[config.mk]
export PLATFORM = sky130hd
export DESIGN_NAME = clk_stop_ctrl
export DESIGN_NICKNAME = d
export VERILOG_FILES = /design/src/rtl/clk_stop_pkg.sv /design/src/rtl/clk_stop_sync.sv /design/src/rtl/clk_stop_divbank.sv /design/src/rtl/clk_stop_datapath.sv /design/src/rtl/clk_stop_ctrl_fsm.sv /design/src/rtl/clk_stop_ctrl.sv
export SDC_FILE = /design/constraint.sdc
export NUM_CORES = 1
export LEC_CHECK = 0
export ABC_CLOCK_PERIOD_IN_PS = 2000
export BUFFER_PORTS_ARGS = -buffer_cell sky130_fd_sc_hd__buf_2
export CAP_MARGIN = 15
export CELL_PAD_IN_SITES_DETAIL_PLACEMENT = 0
export CELL_PAD_IN_SITES_GLOBAL_PLACEMENT = 1
export CORE_MARGIN = 2
export CORE_UTILIZATION = 46
export DETAILED_ROUTE_END_ITERATION = 6
export GPL_TIMING_DRIVEN = 0
export PLACE_DENSITY_LB_ADDON = 0.1
export SLEW_MARGIN = 0
export SYNTH_ARGS = -nofsm -noshare
export SYNTH_HDL_FRONTEND = slang
export SYNTH_SLANG_ARGS = --single-unit
[constraint.sdc]
create_clock -name clk -period 2 [get_ports clk]
set_input_delay 0.4 -clock clk [delete_from_list [all_inputs] [get_ports clk]]
set_output_delay 0.4 -clock clk [all_outputs]
set_load 0.01 [all_outputs]
[src/rtl/clk_stop_pkg.sv]
package clk_stop_pkg;

  localparam int NUM_BANKS  = 5;
  localparam int BANK_CPU_A = 0;
  localparam int BANK_CPU_B = 1;
  localparam int BANK_PCI   = 2;
  localparam int BANK_REF   = 3;
  localparam int BANK_AUX   = 4;

  // Strobes from the control side to the divider datapath
  typedef struct packed {
    logic [NUM_BANKS-1:0] bankReq;
  } stopStrobes_t;

  typedef enum logic [2:0] {
    ST_RUN      = 3'd0,
    ST_PARK     = 3'd1,
    ST_PLL_OFF  = 3'd2,
    ST_SLEEP    = 3'd3,
    ST_OSC_WAKE = 3'd4,
    ST_PLL_WAKE = 3'd5
  } pwrState_t;

endpackage

[src/rtl/clk_stop_sync.sv]
module clk_stop_sync #(
  parameter int WIDTH = 3
) (
  input  logic             clk,
  input  logic             rst_n,
  input  logic [WIDTH-1:0] asyncIn,
  output logic [WIDTH-1:0] syncOut
);

  logic [WIDTH-1:0] metaStage;

  // Two-flop synchronizer; resets to the inactive (high) level
  always_ff @(posedge clk or negedge rst_n) begin
    if (!rst_n) begin
      metaStage <= '1;
      syncOut   <= '1;
    end else begin
      metaStage <= asyncIn;
      syncOut   <= metaStage;
    end
  end

endmodule

[src/rtl/clk_stop_divbank.sv]
module clk_stop_divbank #(
  parameter int DIV = 2
) (
  input  logic clk,
  input  logic rst_n,
  input  logic req,
  output logic clkOut,
  output logic runNext
);

  localparam int HALF = DIV / 2;
  localparam int CW   = (DIV > 2) ? $clog2(DIV) : 1;

  logic [CW-1:0] phaseCnt;
  logic [CW-1:0] phaseNext;
  logic          running;
  logic          atEnd;

  assign atEnd     = (phaseCnt == CW'(DIV - 1));
  assign phaseNext = atEnd ? '0 : phaseCnt + 1'b1;
  // The enable is only re-sampled at the last low count of the period
  assign runNext   = atEnd ? req : running;

  always_ff @(posedge clk or negedge rst_n) begin
    if (!rst_n) begin
      phaseCnt <= '0;
      running  <= 1'b0;
      clkOut   <= 1'b0;
    end else begin
      phaseCnt <= phaseNext;
      running  <= runNext;
      clkOut   <= runNext && (phaseNext < CW'(HALF));
    end
  end

  // a rising edge only comes at the start of the bank's period
  p_rise_at_phase_start_r3: assert property (@(posedge clk) disable iff (!rst_n)
    $rose(clkOut) |-> (phaseCnt == '0));

  // a falling edge only comes after a full half period
  p_fall_at_half_r3: assert property (@(posedge clk) disable iff (!rst_n)
    $fell(clkOut) |-> (phaseCnt == CW'(HALF)));

  // run/stop state changes only across the period boundary
  p_switch_at_boundary_r4: assert property (@(posedge clk) disable iff (!rst_n)
    !$stable(running) |-> $past(atEnd));

endmodule

[src/rtl/clk_stop_datapath.sv]
module clk_stop_datapath
  import clk_stop_pkg::*;
#(
  parameter int CPU_DIV = 2,
  parameter int PCI_DIV = 8,
  parameter int REF_DIV = 6,
  parameter int AUX_DIV = 4
) (
  input  logic                 clk,
  input  logic                 rst_n,
  input  stopStrobes_t         strobes,
  output logic [NUM_BANKS-1:0] bankClk,
  output logic                 allParked
);

  logic [NUM_BANKS-1:0] runNextVec;

  for (genvar b = 0; b < NUM_BANKS; b++) begin : g_bank
    localparam int BANK_DIV = (b == BANK_PCI) ? PCI_DIV :
                              (b == BANK_REF) ? REF_DIV :
                              (b == BANK_AUX) ? AUX_DIV : CPU_DIV;
    clk_stop_divbank #(.DIV(BANK_DIV)) bank_i (
      .clk     (clk),
      .rst_n   (rst_n),
      .req     (strobes.bankReq[b]),
      .clkOut  (bankClk[b]),
      .runNext (runNextVec[b])
    );
  end

  // Parked flag follows the same edge that updates every bank's state
  always_ff @(posedge clk or negedge rst_n) begin
    if (!rst_n) allParked <= 1'b1;
    else        allParked <= ~|runNextVec;
  end

  // the parked flag never coexists with a high clock line
  p_parked_outputs_low_r7: assert property (@(posedge clk) disable iff (!rst_n)
    allParked |-> (bankClk == '0));

endmodule

[src/rtl/clk_stop_ctrl_fsm.sv]
module clk_stop_ctrl_fsm
  import clk_stop_pkg::*;
#(
  parameter int OSC_SETTLE = 40,
  parameter int PLL_SETTLE = 60
) (
  input  logic         clk,
  input  logic         rst_n,
  input  logic         pwrDown_n,
  input  logic         pciStop_n,
  input  logic         cpuBStop_n,
  input  logic         allParked,
  output stopStrobes_t strobes,
  output logic         pllEn,
  output logic         oscEn
);

  localparam int SMAX = (OSC_SETTLE > PLL_SETTLE) ? OSC_SETTLE : PLL_SETTLE;
  localparam int SW   = $clog2(SMAX + 1);

  logic [2:0]    syncLvl;
  logic          pdGo;
  logic          pciGo;
  logic          cpuBGo;
  pwrState_t     state;
  pwrState_t     nextState;
  logic [SW-1:0] settleCnt;
  logic [SW-1:0] settleNext;
  logic          holdBanks;

  clk_stop_sync #(.WIDTH(3)) sync_i (
    .clk     (clk),
    .rst_n   (rst_n),
    .asyncIn ({cpuBStop_n, pciStop_n, pwrDown_n}),
    .syncOut (syncLvl)
  );

  assign pdGo   = syncLvl[0];
  assign pciGo  = syncLvl[1];
  assign cpuBGo = syncLvl[2];

  always_comb begin
    nextState  = state;
    settleNext = settleCnt;
    unique case (state)
      ST_RUN:      if (!pdGo) nextState = ST_PARK;
      ST_PARK:     if (allParked) nextState = ST_PLL_OFF;
      ST_PLL_OFF:  nextState = ST_SLEEP;
      ST_SLEEP: begin
        if (pdGo) begin
          nextState  = ST_OSC_WAKE;
          settleNext = SW'(OSC_SETTLE - 1);
        end
      end
      ST_OSC_WAKE: begin
        if (!pdGo) nextState = ST_SLEEP;
        else if (settleCnt == '0) begin
          nextState  = ST_PLL_WAKE;
          settleNext = SW'(PLL_SETTLE - 1);
        end else settleNext = settleCnt - 1'b1;
      end
      ST_PLL_WAKE: begin
        if (!pdGo) nextState = ST_PLL_OFF;
        else if (settleCnt == '0) nextState = ST_RUN;
        else settleNext = settleCnt - 1'b1;
      end
      default:     nextState = ST_RUN;
    endcase
  end

  always_ff @(posedge clk or negedge rst_n) begin
    if (!rst_n) begin
      state     <= ST_RUN;
      settleCnt <= '0;
      pllEn     <= 1'b1;
      oscEn     <= 1'b1;
    end else begin
      state     <= nextState;
      settleCnt <= settleNext;
      pllEn     <= (nextState == ST_RUN) || (nextState == ST_PARK) ||
                   (nextState == ST_PLL_WAKE);
      oscEn     <= (nextState != ST_SLEEP);
    end
  end

  assign holdBanks = (state != ST_RUN);

  always_comb begin
    strobes.bankReq             = {NUM_BANKS{!holdBanks}};
    strobes.bankReq[BANK_PCI]   = !holdBanks && pciGo;
    strobes.bankReq[BANK_CPU_B] = !holdBanks && cpuBGo;
  end

  // the PLL is switched off only once every bank is parked
  p_pll_off_after_park_r7: assert property (@(posedge clk) disable iff (!rst_n)
    $fell(pllEn) |-> allParked);

  // the oscillator goes off only after the PLL has been off for a cycle
  p_osc_off_after_pll_r7: assert property (@(posedge clk) disable iff (!rst_n)
    $fell(oscEn) |-> (!pllEn && $past(!pllEn)));

  // the PLL never runs without the oscillator
  p_pll_needs_osc_r8: assert property (@(posedge clk) disable iff (!rst_n)
    pllEn |-> oscEn);

  // banks are released only while the PLL was already enabled
  p_release_after_pll_r8: assert property (@(posedge clk) disable iff (!rst_n)
    (state == ST_RUN && $past(state) != ST_RUN) |-> $past(pllEn));

endmodule

[src/rtl/clk_stop_ctrl.sv]
module clk_stop_ctrl
  import clk_stop_pkg::*;
#(
  parameter int CPU_DIV    = 2,
  parameter int PCI_DIV    = 8,
  parameter int REF_DIV    = 6,
  parameter int AUX_DIV    = 4,
  parameter int OSC_SETTLE = 40,
  parameter int PLL_SETTLE = 60
) (
  input  logic clk,
  input  logic rst_n,
  input  logic pwrDown_n,
  input  logic pciStop_n,
  input  logic cpuBStop_n,
  output logic cpuClkA,
  output logic cpuClkB,
  output logic pciClk,
  output logic refClk,
  output logic auxClk,
  output logic pllEn,
  output logic oscEn,
  output logic allParked
);

  stopStrobes_t         strobes;
  logic [NUM_BANKS-1:0] bankClk;

  clk_stop_ctrl_fsm #(
    .OSC_SETTLE (OSC_SETTLE),
    .PLL_SETTLE (PLL_SETTLE)
  ) ctrl_i (
    .clk        (clk),
    .rst_n      (rst_n),
    .pwrDown_n  (pwrDown_n),
    .pciStop_n  (pciStop_n),
    .cpuBStop_n (cpuBStop_n),
    .allParked  (allParked),
    .strobes    (strobes),
    .pllEn      (pllEn),
    .oscEn      (oscEn)
  );

  clk_stop_datapath #(
    .CPU_DIV (CPU_DIV),
    .PCI_DIV (PCI_DIV),
    .REF_DIV (REF_DIV),
    .AUX_DIV (AUX_DIV)
  ) dp_i (
    .clk       (clk),
    .rst_n     (rst_n),
    .strobes   (strobes),
    .bankClk   (bankClk),
    .allParked (allParked)
  );

  assign cpuClkA = bankClk[BANK_CPU_A];
  assign cpuClkB = bankClk[BANK_CPU_B];
  assign pciClk  = bankClk[BANK_PCI];
  assign refClk  = bankClk[BANK_REF];
  assign auxClk  = bankClk[BANK_AUX];

endmodule

# == Word-level counts from Yosys, hierarchy flattened ==
# Index checks and enable logic that the tools add are counted.
# op_classes
eq_ne,15
n_mux,24
add_sub_neg,6
order_cmp,5
reduce_logical,18
# ops
operator,count
6-bit two-way mux,5
3-bit two-way mux,9
3-bit case mux with 6 select lines,1
6-bit case mux with 3 select lines,1
3-bit == test (second input constant),5
2-bit != test (second input constant),4
1-bit logical AND,7
1-bit two-way mux,7
3-bit by 1-bit adder with 3-bit output (second input constant),2
3-bit by 1-bit == test with 1-bit output (second input constant),2
3-bit by 2-bit == test with 1-bit output (second input constant),2
3-bit logical NOT,2
6-bit logical NOT,1
3-bit nonzero test,2
6-bit by 1-bit subtractor with 6-bit output (second input constant),1
5-bit AND reduction,1
5-bit OR reduction,1
3-bit by 2-bit < comparator with 1-bit output (second input constant),1
3-bit < comparator (second input constant),1
3-bit by 2-bit != test with 1-bit output (second input constant),1
1-bit adder (second input constant),2
2-bit by 1-bit adder with 2-bit output (second input constant),1
2-bit == test (second input constant),1
1-bit logical NOT,2
other kinds (4),6
# word_totals
out_inout_bits,8
reg_bits,38

# == Logic depth before layout (Yosys ltp) ==
# logic_depth
ltp_word,7
depth_mapped,6

# == By module ==
# A second synthesis with hierarchy kept.
# hier_totals
hier_cells,136
area_unflattened_um2,1674.1
# by_module_without_submodules
mod,n_inst,area_per_inst_um2,cells_each,seq_area_each_um2
clk_stop_ctrl_fsm,1,734.5,79,277.8
clk_stop_divbank (dp_i.g_bank[3].bank_i),1,205.2,17,125.1
clk_stop_divbank (dp_i.g_bank[0].bank_i ...),2,101.3,6,75.1
clk_stop_divbank (dp_i.g_bank[2].bank_i),1,191.4,11,125.1
clk_stop_sync,1,157.7,6,157.7
clk_stop_divbank (dp_i.g_bank[4].bank_i),1,145.1,8,100.1
clk_stop_datapath,1,37.5,3,26.3

# == Least setup slack after synthesis ==
# No wires, ideal clock.
# synth_path
kind,reg2reg
from,register ctrl_i.settleCnt[0]
to,register ctrl_i.settleCnt[1]
setup_slack_ns,0.312
n_path_buf,0
required_time_ns,1.872
stages_incl_launch_ff,7
arrival_ns,1.560
synth_period_minus_slack_ns,1.688
path_cell_list,dfrtp_1 > inv_1 > ha_1 > nor3b_2 > a31oi_1 > o21ai_2 > mux2_1
# synth_via
elab_chain_cells,4
# synth_rtl
item,line,source
from (decl),clk_stop_ctrl_fsm.sv:27,logic [SW-1:0] settleCnt;
from (signal assigned),clk_stop_ctrl_fsm.sv:79,settleCnt <= settleNext;
6-bit by 1-bit subtractor with 6-bit output / 6-bit logical NOT (equally long branches),--,
6-bit two-way mux (on tied branches),"clk_stop_ctrl_fsm.sv:64, clk_stop_ctrl_fsm.sv:57",
6-bit two-way mux (on tied branches),"clk_stop_ctrl_fsm.sv:63, clk_stop_ctrl_fsm.sv:56",
6-bit case mux with 3 select lines,clk_stop_ctrl_fsm.sv:45,unique case (state)
# Parallel ways exist; a longest one is shown, timed or not. The select of a mux whose other input is x is not followed.
# A chain may end at the register's enable or synchronous reset.

# == Worst setup path after layout ==
# layout_path
from,register ctrl_i.settleCnt[0]
to,register ctrl_i.settleCnt[4]
# The elaborated chain is that of the path after synthesis.

==> results.md <==
* Run status: finished, final reports clean
* H-Tree Depth at 2
* DRT antenna net count at 0
* Die W at about 62 microns
* Syn Inst Count at around 130
* Fill cell count at 291
* Synth area leaders: dfrtp_1 47%, dfstp_2 15%, ha_1 3.2%, inv_1 2.9%, nor2_1 2.2%
* Setup_tns at 0 ns
* CP arrival at 2.11 ns
* Crit share post-route at 94.2%
* RSZ-0062 raised after global routing: no
* # DRC at 0
* Initial drt markers at 43
* Clock Latency Late Sink at 0.34 ns
* Post-Syn Nets at ~140
* Leakage at 0.877 nW
* Clock skew at 0.00469 ns
* Vias in the first global route at 1065
* Max VDD drop at approximately 0.60 mV
* Most frequent cells in the layout: 29 x dfrtp_1, 15 x buf_2, 12 x inv_1
* FFs w/ async S/R, synth at 100%
* Max Fclk at 531 MHz
* Global placement routability congestion at 0.819
* Yosys warning total at 0
* Detailed-route vias per instance at 5.17
* DP Cell Count at 190
* Die ar. at 3870 sq um
* GR Overflow Total at 0
* Post-synthesis sequential area ratio at 61.8%
* Clock transition at path regs at 0.11 ns
* Netlist cell types at 43
* Global-route wire length before repair at ~4.8 mm
* MaxCap Viol Count at 0
* Non-filler cells, final at 200
* Hold_buf cts at 0
* Hold/Removal Path Class: input port to async pin
* Final WL at 2.72 mm
* Worst stage delay on the critical path at approximately 0.4 ns
* CTS sink cnt at 38
* Post-layout min period at 1.88 ns
* Share of layout cells above drive strength 1 at 26.0%
* Yosys reg bits at 38
* CTS tree: done
* Share of Yosys cell area claimed by the top area cell type at between 40 and 50%
* Ports at 13
* Critical-path top delay cell: dfrtp_1
* Total power per unit cell area at 1300 nW/um^2
* Average cell area after synthesis at 11.8 sq um
* Total iterations of the first detailed-routing run at 4
* Crit path required time at 2.23 ns
* Number of diodes at 0
* CTS Root Cell: clkbuf_4
* Total track usage at 16.0%
* Die Y at slightly above 60 microns
* Setup CP Type: flop to flop
* Nets@finish at 162
* Clk buf depth at 2
* Worst Max-Slew Pin Slew at 0.784 ns
* Rows at 21
* Largest net degree at the start of global routing at 39
* Max FO, Critical Path at 5
* Critical path, cell by cell: inv_1 > ha_1 > nor3b_4 > a31oi_2 > o21ai_2 > buf_4 > a221o_1
* Final Hold Fails at 0
* Commonest non-fill, non-tap cell in the layout: dfrtp_1
* Slew headroom at 47.7%
* Fin. max-slew vios at 0
* Synth Cell Area at 1560 sq um
* Post-synth top area cell: dfrtp_1
* Initial antenna violation count at 0
* Port bufs at 12
* CTS Buf Count at 5
* Initial core utilization at 47.4%
* Via count at approximately 1000
* DR WL/cell at 13.6 microns
* Area delta synth->final at 14.8%
* Post-synth top flop: dfrtp_1
* DP HPWL at 1.82 mm
* Final setup fails at 0
* Crit path launch type: flop
* EDFF count, synth at 0
* Core ar. at 3280 sq um
* Crit end category: flop
## registers in the layout, summed over array words and instances, names as in the netlist
| register | flops |
|---|---|
| ctrl_i.settleCnt | 6 |
| ctrl_i.sync_i.syncOut | 3 |
| dp_i.g_bank.bank_i.running | 5 |
| ctrl_i.oscEn | 1 |
| dp_i.g_bank.bank_i.phaseCnt | 8 |
| ctrl_i.pllEn | 1 |
| dp_i.g_bank.bank_i.atEnd | 2 |
| dp_i.allParked | 1 |
| ctrl_i.state | 3 |
| ctrl_i.sync_i.metaStage | 3 |
| dp_i.g_bank.bank_i.clkOut | 5 |
## kinds of logic (layout without fill, tap and decap cells)
kind of cell | after synthesis | after routing | share of synthesized area, %
mux | 4 | 4 | 2.73
flops | 38 | 38 | 61.8
buf+inv | 17 | 39 | 4.58
simple gates | 39 | 39 | 14.0
compound gates | 30 | 30 | 13.7
fa+ha+maj | 4 | 4 | 3.22
## report_power, final
group / total (mW) / internal (mW) / switching, mW
logic: 0.692 / 0.288 / 0.404
clock network: 0.540 / 0.298 / 0.241
registers: 1.09 / 0.972 / 0.118
total: 2.32 / 1.56 / 0.763
## cells in the mapped netlist, types with 2 or more instances
cell type  number
dfrtp_1        29
a211oi_1        2
a31oi_1         4
mux2i_1         2
nor2b_1         5
nand3_1         3
nand2_1         4
nor3_1          5
inv_1          12
o21ai_0         4
a21oi_1         5
ha_1            4
a21o_1          3
nor4_1          2
and3_1          2
nor2_1          9
buf_2           3
dfstp_2         9
## cell type report
type / count / area [sq um] / share of cell area [%]
flip-flops and latches: 38 / 962 / 53.9
multi-input cells: 77 / 536 / 30.0
plain buffers: 5 / 26.3 / 1.47
repair buffers: 14 / 75.1 / 4.20
clock buffers: 7 / 55.1 / 3.08
clock inverters: 1 / 30.0 / 1.68
well taps: 46 / 57.6 / 3.22
inverters: 12 / 45.0 / 2.52
## metal layers
metal  GRT usage (%)  wire [microns]  vias to the layer above
met5               0               0                        -
met4            6.11              19                        0
met3            6.34              96                        2
met2            25.3            1310                       18
met1            19.9            1290                      506
li1                -               -                      508
## final timing paths
kind	from	endpoint	slack (ns)	depth (start not counted)
max	ctrl_i.settleCnt[0]	ctrl_i.settleCnt[4]	0.12	7
min	rst_n	dp_i.g_bank[2].bank_i.phaseCnt[1]	0.13	1
max reg2reg	ctrl_i.settleCnt[0]	ctrl_i.settleCnt[4]	0.12	7
min reg2reg	ctrl_i.sync_i.metaStage[2]	ctrl_i.sync_i.syncOut[2]	0.36	0
max in group asynchronous	rst_n	ctrl_i.settleCnt[0]	1.38	1
min in group clk	pwrDown_n	ctrl_i.sync_i.metaStage[0]	0.15	1
## critical path, delay by kind of cell, from the launching register on
| kind | cells | cell delay [ns] |
|---|---|---|
| AOI/OAI and AO/OA | 3 | 0.74 |
| adders and majority gates | 1 | 0.24 |
| buffers and inverters | 2 | 0.23 |
| DFF | 1 | 0.39 |
| and+or+nand+nor | 1 | 0.18 |
## stage by stage
stage / util, % / setup slack [ns] / area [sq um] / power, mW / hold WS (ns)
floorplan: - / 0.312 / 1560 / 1.55 / 0.104
global placement: 51.0 / 0.0739 / 1670 / 1.74 / 0.346
detailed placement: 51.0 / 0.0614 / 1670 / 1.76 / 0.349
CTS: 53.6 / 0.00843 / 1760 / 2.32 / 0.132
global route: 54.4 / 0.00746 / 1790 / 2.50 / 0.110
finish: 54.4 / 0.116 / 1790 / 2.32 / 0.133
## timing repair
item | 4_1_cts | 5_1_grt
resized for setup | 0 | 2
setup buffers | 0 | 2
endpoints found under the setup margin | 0 | 2
(Power assumes the default switching activity.)
